File: src/rtl/nand_bridge_pkg.sv
package nand_bridge_pkg;
  localparam logic [2:0] OFS_MODE   = 3'd4;
  localparam logic [2:0] OFS_STATUS = 3'd5;
  localparam logic [2:0] OFS_ISR    = 3'd6;
  localparam logic [2:0] OFS_MASK   = 3'd7;

  typedef enum logic [1:0] {ENG_IDLE, ENG_SETUP, ENG_PULSE, ENG_HOLD} eng_st_e;
  typedef enum logic [2:0] {T_IDLE, T_INIT, T_BYTE0, T_BYTE1, T_DONE} top_st_e;
endpackage

File: src/rtl/nand_byte_engine.sv
module nand_byte_engine
  import nand_bridge_pkg::*;
#(
  parameter int STROBE_CYC = 3,
  localparam int CNT_W = $clog2(STROBE_CYC + 1)
) (
  input  logic       clk_i,
  input  logic       rst_ni,
  input  logic       start_i,
  input  logic       wr_i,
  input  logic [7:0] wbyte_i,
  output logic       done_o,
  output logic [7:0] rbyte_o,
  output logic       we_no,
  output logic       re_no,
  output logic [7:0] dq_o,
  output logic       dq_oe_o,
  input  logic [7:0] dq_i
);
  eng_st_e          st_q;
  logic [CNT_W-1:0] cnt_q;
  logic             wr_q;
  logic [7:0]       dq_q, rbyte_q;

  always_ff @(posedge clk_i or negedge rst_ni) begin
    if (!rst_ni) begin
      st_q    <= ENG_IDLE;
      cnt_q   <= '0;
      wr_q    <= 1'b0;
      dq_q    <= '0;
      rbyte_q <= '0;
    end else begin
      unique case (st_q)
        ENG_IDLE, ENG_HOLD: begin
          if (start_i) begin
            st_q <= ENG_SETUP;
            wr_q <= wr_i;
            dq_q <= wbyte_i;
          end else begin
            st_q <= ENG_IDLE;
          end
        end
        ENG_SETUP: begin
          st_q  <= ENG_PULSE;
          cnt_q <= '0;
        end
        ENG_PULSE: begin
          if (cnt_q == CNT_W'(STROBE_CYC - 1)) begin
            st_q <= ENG_HOLD;
            if (!wr_q) rbyte_q <= dq_i;  // sampled as re rises
          end else begin
            cnt_q <= cnt_q + 1'b1;
          end
        end
        default: st_q <= ENG_IDLE;
      endcase
    end
  end

  assign done_o  = (st_q == ENG_HOLD);
  assign rbyte_o = rbyte_q;
  assign we_no   = !((st_q == ENG_PULSE) && wr_q);
  assign re_no   = !((st_q == ENG_PULSE) && !wr_q);
  assign dq_o    = dq_q;
  assign dq_oe_o = wr_q && (st_q != ENG_IDLE);
endmodule

File: src/rtl/nand_irq_ctrl.sv
module nand_irq_ctrl #(
  parameter int SYNC_STAGES = 2,
  parameter int EVT_BITS = 4
) (
  input  logic       clk_i,
  input  logic       rst_ni,
  input  logic       rb_i,
  input  logic       isr_we_i,
  input  logic       mask_we_i,
  input  logic [7:0] wbyte_i,
  output logic       busy_o,
  output logic [7:0] isr_o,
  output logic [7:0] mask_o,
  output logic       irq_o
);
  logic [SYNC_STAGES-1:0] sync_q;
  logic                   rb_prev_q;
  logic [EVT_BITS-1:0]    isr_q;
  logic [7:0]             mask_q;
  logic [EVT_BITS-1:0]    evt_set;

  // reset to ready so a high line after reset is no edge
  always_ff @(posedge clk_i or negedge rst_ni) begin
    if (!rst_ni) begin
      sync_q    <= '1;
      rb_prev_q <= 1'b1;
    end else begin
      sync_q    <= {sync_q[SYNC_STAGES-2:0], rb_i};
      rb_prev_q <= sync_q[SYNC_STAGES-1];
    end
  end

  always_comb begin
    evt_set    = '0;
    evt_set[0] = sync_q[SYNC_STAGES-1] & ~rb_prev_q;
  end

  always_ff @(posedge clk_i or negedge rst_ni) begin
    if (!rst_ni) begin
      isr_q  <= '0;
      mask_q <= '0;
    end else begin
      if (isr_we_i) isr_q <= (isr_q & ~wbyte_i[EVT_BITS-1:0]) | evt_set;
      else          isr_q <= isr_q | evt_set;
      if (mask_we_i) mask_q <= wbyte_i;
    end
  end

  assign busy_o = ~sync_q[SYNC_STAGES-1];
  assign isr_o  = {{(8-EVT_BITS){1'b0}}, isr_q};
  assign mask_o = mask_q;
  assign irq_o  = mask_q[7] & |(isr_q & mask_q[EVT_BITS-1:0]);
endmodule

File: src/rtl/nand_bridge.sv
module nand_bridge
  import nand_bridge_pkg::*;
#(
  parameter int         STROBE_CYC = 3,
  parameter logic [7:0] RESET_CMD  = 8'hFF
) (
  input  logic        clk_i,
  input  logic        rst_ni,
  input  logic        host_req_i,
  input  logic        host_we_i,
  input  logic        host_wide_i,
  input  logic [2:0]  host_addr_i,
  input  logic [15:0] host_wdata_i,
  output logic [15:0] host_rdata_o,
  output logic        host_wait_o,
  output logic        irq_o,
  output logic        nand_ce_no,
  output logic        nand_cle_o,
  output logic        nand_ale_o,
  output logic        nand_we_no,
  output logic        nand_re_no,
  output logic [7:0]  nand_dq_o,
  output logic        nand_dq_oe_o,
  input  logic [7:0]  nand_dq_i,
  input  logic        nand_rb_i
);
  top_st_e    st_q;
  logic       init_pend_q;
  logic [7:0] mode_q, rd_lo_q, rd_hi_q;
  logic       is_data, reg_access, eng_start, eng_wr, eng_done, force_cmd;
  logic [7:0] eng_wbyte, eng_rbyte, reg_rd, isr, mask;
  logic       busy;

  assign is_data    = (host_addr_i[2] == 1'b0);
  assign reg_access = host_req_i & ~is_data & (st_q == T_IDLE) & ~init_pend_q;
  assign host_wait_o = host_req_i & ~((st_q == T_DONE) | reg_access);

  assign eng_start = ((st_q == T_IDLE) & (init_pend_q | (host_req_i & is_data)))
                   | ((st_q == T_BYTE0) & eng_done & host_wide_i);
  assign eng_wr    = init_pend_q | host_we_i;
  assign eng_wbyte = init_pend_q ? RESET_CMD :
                     (st_q == T_BYTE0) ? host_wdata_i[15:8] : host_wdata_i[7:0];

  always_ff @(posedge clk_i or negedge rst_ni) begin
    if (!rst_ni) begin
      st_q        <= T_IDLE;
      init_pend_q <= 1'b1;
      mode_q      <= '0;
      rd_lo_q     <= '0;
      rd_hi_q     <= '0;
    end else begin
      unique case (st_q)
        T_IDLE: begin
          if (init_pend_q) st_q <= T_INIT;
          else if (host_req_i && is_data) st_q <= T_BYTE0;
          if (reg_access && host_we_i && host_addr_i == OFS_MODE)
            mode_q <= host_wdata_i[7:0];
        end
        T_INIT: if (eng_done) begin
          init_pend_q <= 1'b0;
          st_q        <= T_IDLE;
        end
        T_BYTE0: if (eng_done) begin
          rd_lo_q <= eng_rbyte;
          st_q    <= host_wide_i ? T_BYTE1 : T_DONE;
        end
        T_BYTE1: if (eng_done) begin
          rd_hi_q <= eng_rbyte;
          st_q    <= T_DONE;
        end
        default: st_q <= T_IDLE;
      endcase
    end
  end

  assign force_cmd  = (st_q == T_INIT);
  assign nand_ce_no = ~(mode_q[4] | force_cmd);
  assign nand_cle_o = mode_q[0] | force_cmd;
  assign nand_ale_o = mode_q[1] & ~force_cmd;

  always_comb begin
    unique case (host_addr_i)
      OFS_MODE:   reg_rd = mode_q;
      OFS_STATUS: reg_rd = {busy, 7'b0};
      OFS_ISR:    reg_rd = isr;
      OFS_MASK:   reg_rd = mask;
      default:    reg_rd = '0;
    endcase
  end

  assign host_rdata_o = !is_data    ? {8'h00, reg_rd} :
                        host_wide_i ? {rd_hi_q, rd_lo_q} : {8'h00, rd_lo_q};

  nand_byte_engine #(.STROBE_CYC(STROBE_CYC)) i_engine (
    .clk_i   (clk_i),
    .rst_ni  (rst_ni),
    .start_i (eng_start),
    .wr_i    (eng_wr),
    .wbyte_i (eng_wbyte),
    .done_o  (eng_done),
    .rbyte_o (eng_rbyte),
    .we_no   (nand_we_no),
    .re_no   (nand_re_no),
    .dq_o    (nand_dq_o),
    .dq_oe_o (nand_dq_oe_o),
    .dq_i    (nand_dq_i)
  );

  nand_irq_ctrl i_irq (
    .clk_i     (clk_i),
    .rst_ni    (rst_ni),
    .rb_i      (nand_rb_i),
    .isr_we_i  (reg_access & host_we_i & (host_addr_i == OFS_ISR)),
    .mask_we_i (reg_access & host_we_i & (host_addr_i == OFS_MASK)),
    .wbyte_i   (host_wdata_i[7:0]),
    .busy_o    (busy),
    .isr_o     (isr),
    .mask_o    (mask),
    .irq_o     (irq_o)
  );
endmodule

File: config.mk
export PLATFORM = sky130hd
export DESIGN_NAME = nand_bridge
export DESIGN_NICKNAME = d
export VERILOG_FILES = /design/src/rtl/nand_bridge_pkg.sv /design/src/rtl/nand_byte_engine.sv /design/src/rtl/nand_irq_ctrl.sv /design/src/rtl/nand_bridge.sv
export SDC_FILE = /design/constraint.sdc
export NUM_CORES = 1
export LEC_CHECK = 0
export CAP_MARGIN = 5
export CORE_ASPECT_RATIO = 1.4
export CORE_MARGIN = 3
export CORE_UTILIZATION = 46
export DETAILED_ROUTE_END_ITERATION = 6
export GPL_TIMING_DRIVEN = 0
export PLACE_DENSITY = 0.88
export SLEW_MARGIN = 40
export SYNTH_ARGS = -nofsm -noshare
export SYNTH_HDL_FRONTEND = slang
export SYNTH_SLANG_ARGS = --single-unit
export TNS_END_PERCENT = 1
File: constraint.sdc
create_clock -name clk_i -period 1.8 [get_ports clk_i]
set_input_delay 0.36 -clock clk_i [delete_from_list [all_inputs] [get_ports clk_i]]
set_output_delay 0.36 -clock clk_i [all_outputs]
set_load 0.02 [all_outputs]
==> metrics.md <==
| Metric | Value |
|---|---|
| Status | `finished with violations` |
| Violated checks | `negative setup slack` |
| Vias | `2303` |
| Final setup vio count | `9` |
| Crit share post-route | `102.4%` |
| Mapped Cells | `260` |
| Die height | `102.4 µm` |
| P_leak | `1.854 nW` |
| Chip Width | `74.84 µm` |
| Gate power share | `9.8%` |
| Synth Flop Type | `dfrtp_1` |
| Unrepaired setup endpoints after global routing | `true` |
| Hold Vio Cnt, Final | `0` |
| Clock Tree Root | `clkbuf_8` |
| Reg power frac | `48.5%` |
| Commonest cells after routing, fill and taps aside | `dfrtp_1 (58), mux2_2 (51), clkdlybuf4s50_1 (35)` |
| Row Count | `34` |
| Syn. warnings | `0` |
| Worst-Margin Slew | `0.4429 ns` |
| PwrDens | `746.1 mW/mm²` |
| Grt ovf | `0` |
| Synthesized Nets | `298` |
| Final hold slack | `0.3590 ns` |
| CTS Buf Count | `9` |
| Max-Cap Viols | `0` |
| First-pass GRT wire length | `11290 µm` |
| Asr flop ratio synth | `100.0%` |
| Top Ports | `65` |
| Drt initial violations | `128` |
| Commonest non-fill, non-tap cell in the layout | `dfrtp_1` |
| Sequential element share of the synthesized area | `52.64%` |
| Clock Tree Buf Depth | `2` |
| Area delta synth->final | `34.48%` |
| Worst Path Max Fanout | `10` |
| Ratio of cells with drive above 1 in the final layout | `40.87%` |
| EDFF count, synth | `0` |
| Clk network pwr share | `41.7%` |
| Number of global-route vias before repair | `2314` |
| Final worst path period need | `1.844 ns` |
| CTS tree | `built` |
| Data required, critical path | `2.04 ns` |
| Post-route design area | `0.004104 mm²` |
| H-tree Lvls | `3` |
| Final HPWL DP | `5035 µm` |
| Final Slew Violations | `0` |
| Netlist cell types | `42` |
| Vias per cell | `5.523` |
| Full die area | `0.007661 mm²` |
| Worst VDD drop | `0.5902 mV` |
| Drt wl/cell | `17.48 µm` |
| First-pass DRT Iterations | `4` |
| HP Class | `reg2reg` |
| Detail Route Antenna Nets | `0` |
| Later-pin clock latency in the skew report | `0.35 ns` |
| Worst setup SP type | `flop` |
| Flops & latches, synth | `64` |
| Clk sinks | `64` |
| Maximum clock rate | `542.4 MHz` |
| Placed inst area | `0.003780 mm²` |
| Sw power | `769.1 µW` |
| Routed Wire Length | `7290 µm` |
| Largest net degree at the start of global routing | `46` |
| Clock Skews | `0.009387 ns` |
| ANT cells | `0` |
| Tot GR Track Use | `19.76%` |
| IO buf count | `62` |
| WP data arrival | `2.08 ns` |
| Internal power | `2.293 mW` |
| Initial Utilization | `48.14%` |
| Post-synthesis average cell area | `11.74 µm²` |
| Reg2Reg Setup Slack | `-0.04 ns` |
| Crit path kind | `reg2reg` |
| Initial antenna violation count | `0` |
| Net Sw Frac | `25.12%` |
| Final Util | `64.75%` |
| Post-route DRC | `0` |
| Max_slew headroom | `70.39%` |
| Placer Congestion | `0.8033` |
| Core area | `0.006339 mm²` |
| Cell Area, Synth | `0.003052 mm²` |
| Clock slew at reported path FFs | `0.08 ns` |
| Final worst-path setup slack | `-0.04366 ns` |
| Final nets | `378` |
| Crit end category | `flop` |
-- final cells by class --
type                            count  area (µm²)
Fill cell                         489        2235
Sequential cell                    64        1609
Multi-Input combinational cell    176        1473
Timing Repair Buffer               71       606.8
Clock buffer                       10       137.6
Buffer                             11       95.09
Tap cell                           72       90.09
Clock inverter                      6       66.31
Inverter                            7       26.28
-- kinds of logic after synthesis --
group | after synthesis | synth area share [%]
adders and majority gates | 5 | 2.050
muxes | 54 | 19.84
DFF | 64 | 52.64
and+or+nand+nor | 69 | 12.05
buffers and inverters | 20 | 2.993
AOI/OAI and AO/OA | 48 | 10.41
-- sequential cells by signal, summed over array words and instances, names as in the netlist --
register,count
mode_q,8
i_engine.rbyte_o,8
rd_hi_q,8
i_engine.dq_o,8
i_engine.st_q,2
init_pend_q,1
i_irq.isr_q,4
i_irq.rb_prev_q,1
st_q,3
i_engine.cnt_q,2
i_irq.sync_q,2
rd_lo_q,8
i_engine.wr_q,1
i_irq.mask_o,8
-- routing by layer --
metal	GRT usage [%]	share of wire, %	vias up
met4	11.23	3.3	0
met3	4.823	4.8	16
met1	24.09	41	1133
met2	31.48	51	72
li1	-	-	1082
met5	0	0	-
-- worst max-delay path, cell delays in order, from the launching register on --
cell and delay [ns]:
dfrtp_1 0.39, buf_6 0.15, or2_4 0.26, a211o_1 0.29, a21oi_4 0.16, buf_12 0.14
mux2_2 0.33
-- power groups by stage --
stage,combinational (mW),clock (mW),sequential [mW]
4_1_cts,0.292,1.29,1.49
2_1_floorplan,0.0980,0,1.52
5_1_grt,0.325,1.34,1.49
3_3_place_gp,0.278,0,1.51
3_5_place_dp,0.287,0,1.51
6_report,0.300,1.28,1.48
-- cell usage after synthesis (5+ instances only) --
cell	instances	area share, %
ha_1	5	2.1
mux2_2	51	19
a22oi_1	9	2.2
nand2_1	6	0.74
dfrtp_1	60	49
nor3_1	8	1.3
inv_1	7	0.86
a21boi_0	5	1.2
a21oi_1	21	3.4
and2_1	8	1.6
nand2b_1	5	1.0
clkbuf_1	7	0.86
nor2_1	24	3.0
-- final timing paths --
path / from / endpoint / depth (start not counted)
max: st_q[2]$_DFFE_PN0P_ / i_engine.dq_o[5]$_DFFE_PN0P_ / 6
min: i_irq.sync_q[0]$_DFF_PN1_ / i_irq.sync_q[1]$_DFF_PN1_ / 0
max reg2reg: st_q[2]$_DFFE_PN0P_ / i_engine.dq_o[5]$_DFFE_PN0P_ / 6
min reg2reg: i_irq.sync_q[0]$_DFF_PN1_ / i_irq.sync_q[1]$_DFF_PN1_ / 0
max in group asynchronous: rst_ni / init_pend_q$_DFFE_PN1P_ / 3
min in group asynchronous: rst_ni / mode_q[7]$_DFFE_PN0P_ / 2
-- repair_timing --
action                                 4_1_cts  5_1_grt
hold buffers                                 1        0
endpoints found under the hold margin       16        0
pin swaps                                    2        3
buffers inserted                             1        6
resized for setup                          102       42
setup endpoints to repair                   46       57
-- metrics by stage --
step	setup WS (ns)	setup TNS, ns	instances	power (mW)
floorplan	0.005776	0	260	1.617
global placement	-1.640	-127.95	394	1.788
detailed placement	-1.036	-26.42	395	1.799
CTS	-0.09948	-0.9971	411	3.063
global route	-0.08037	-0.8718	417	3.156
finish	-0.04366	-0.3162	417	3.062
(Power assumes the default switching activity.)
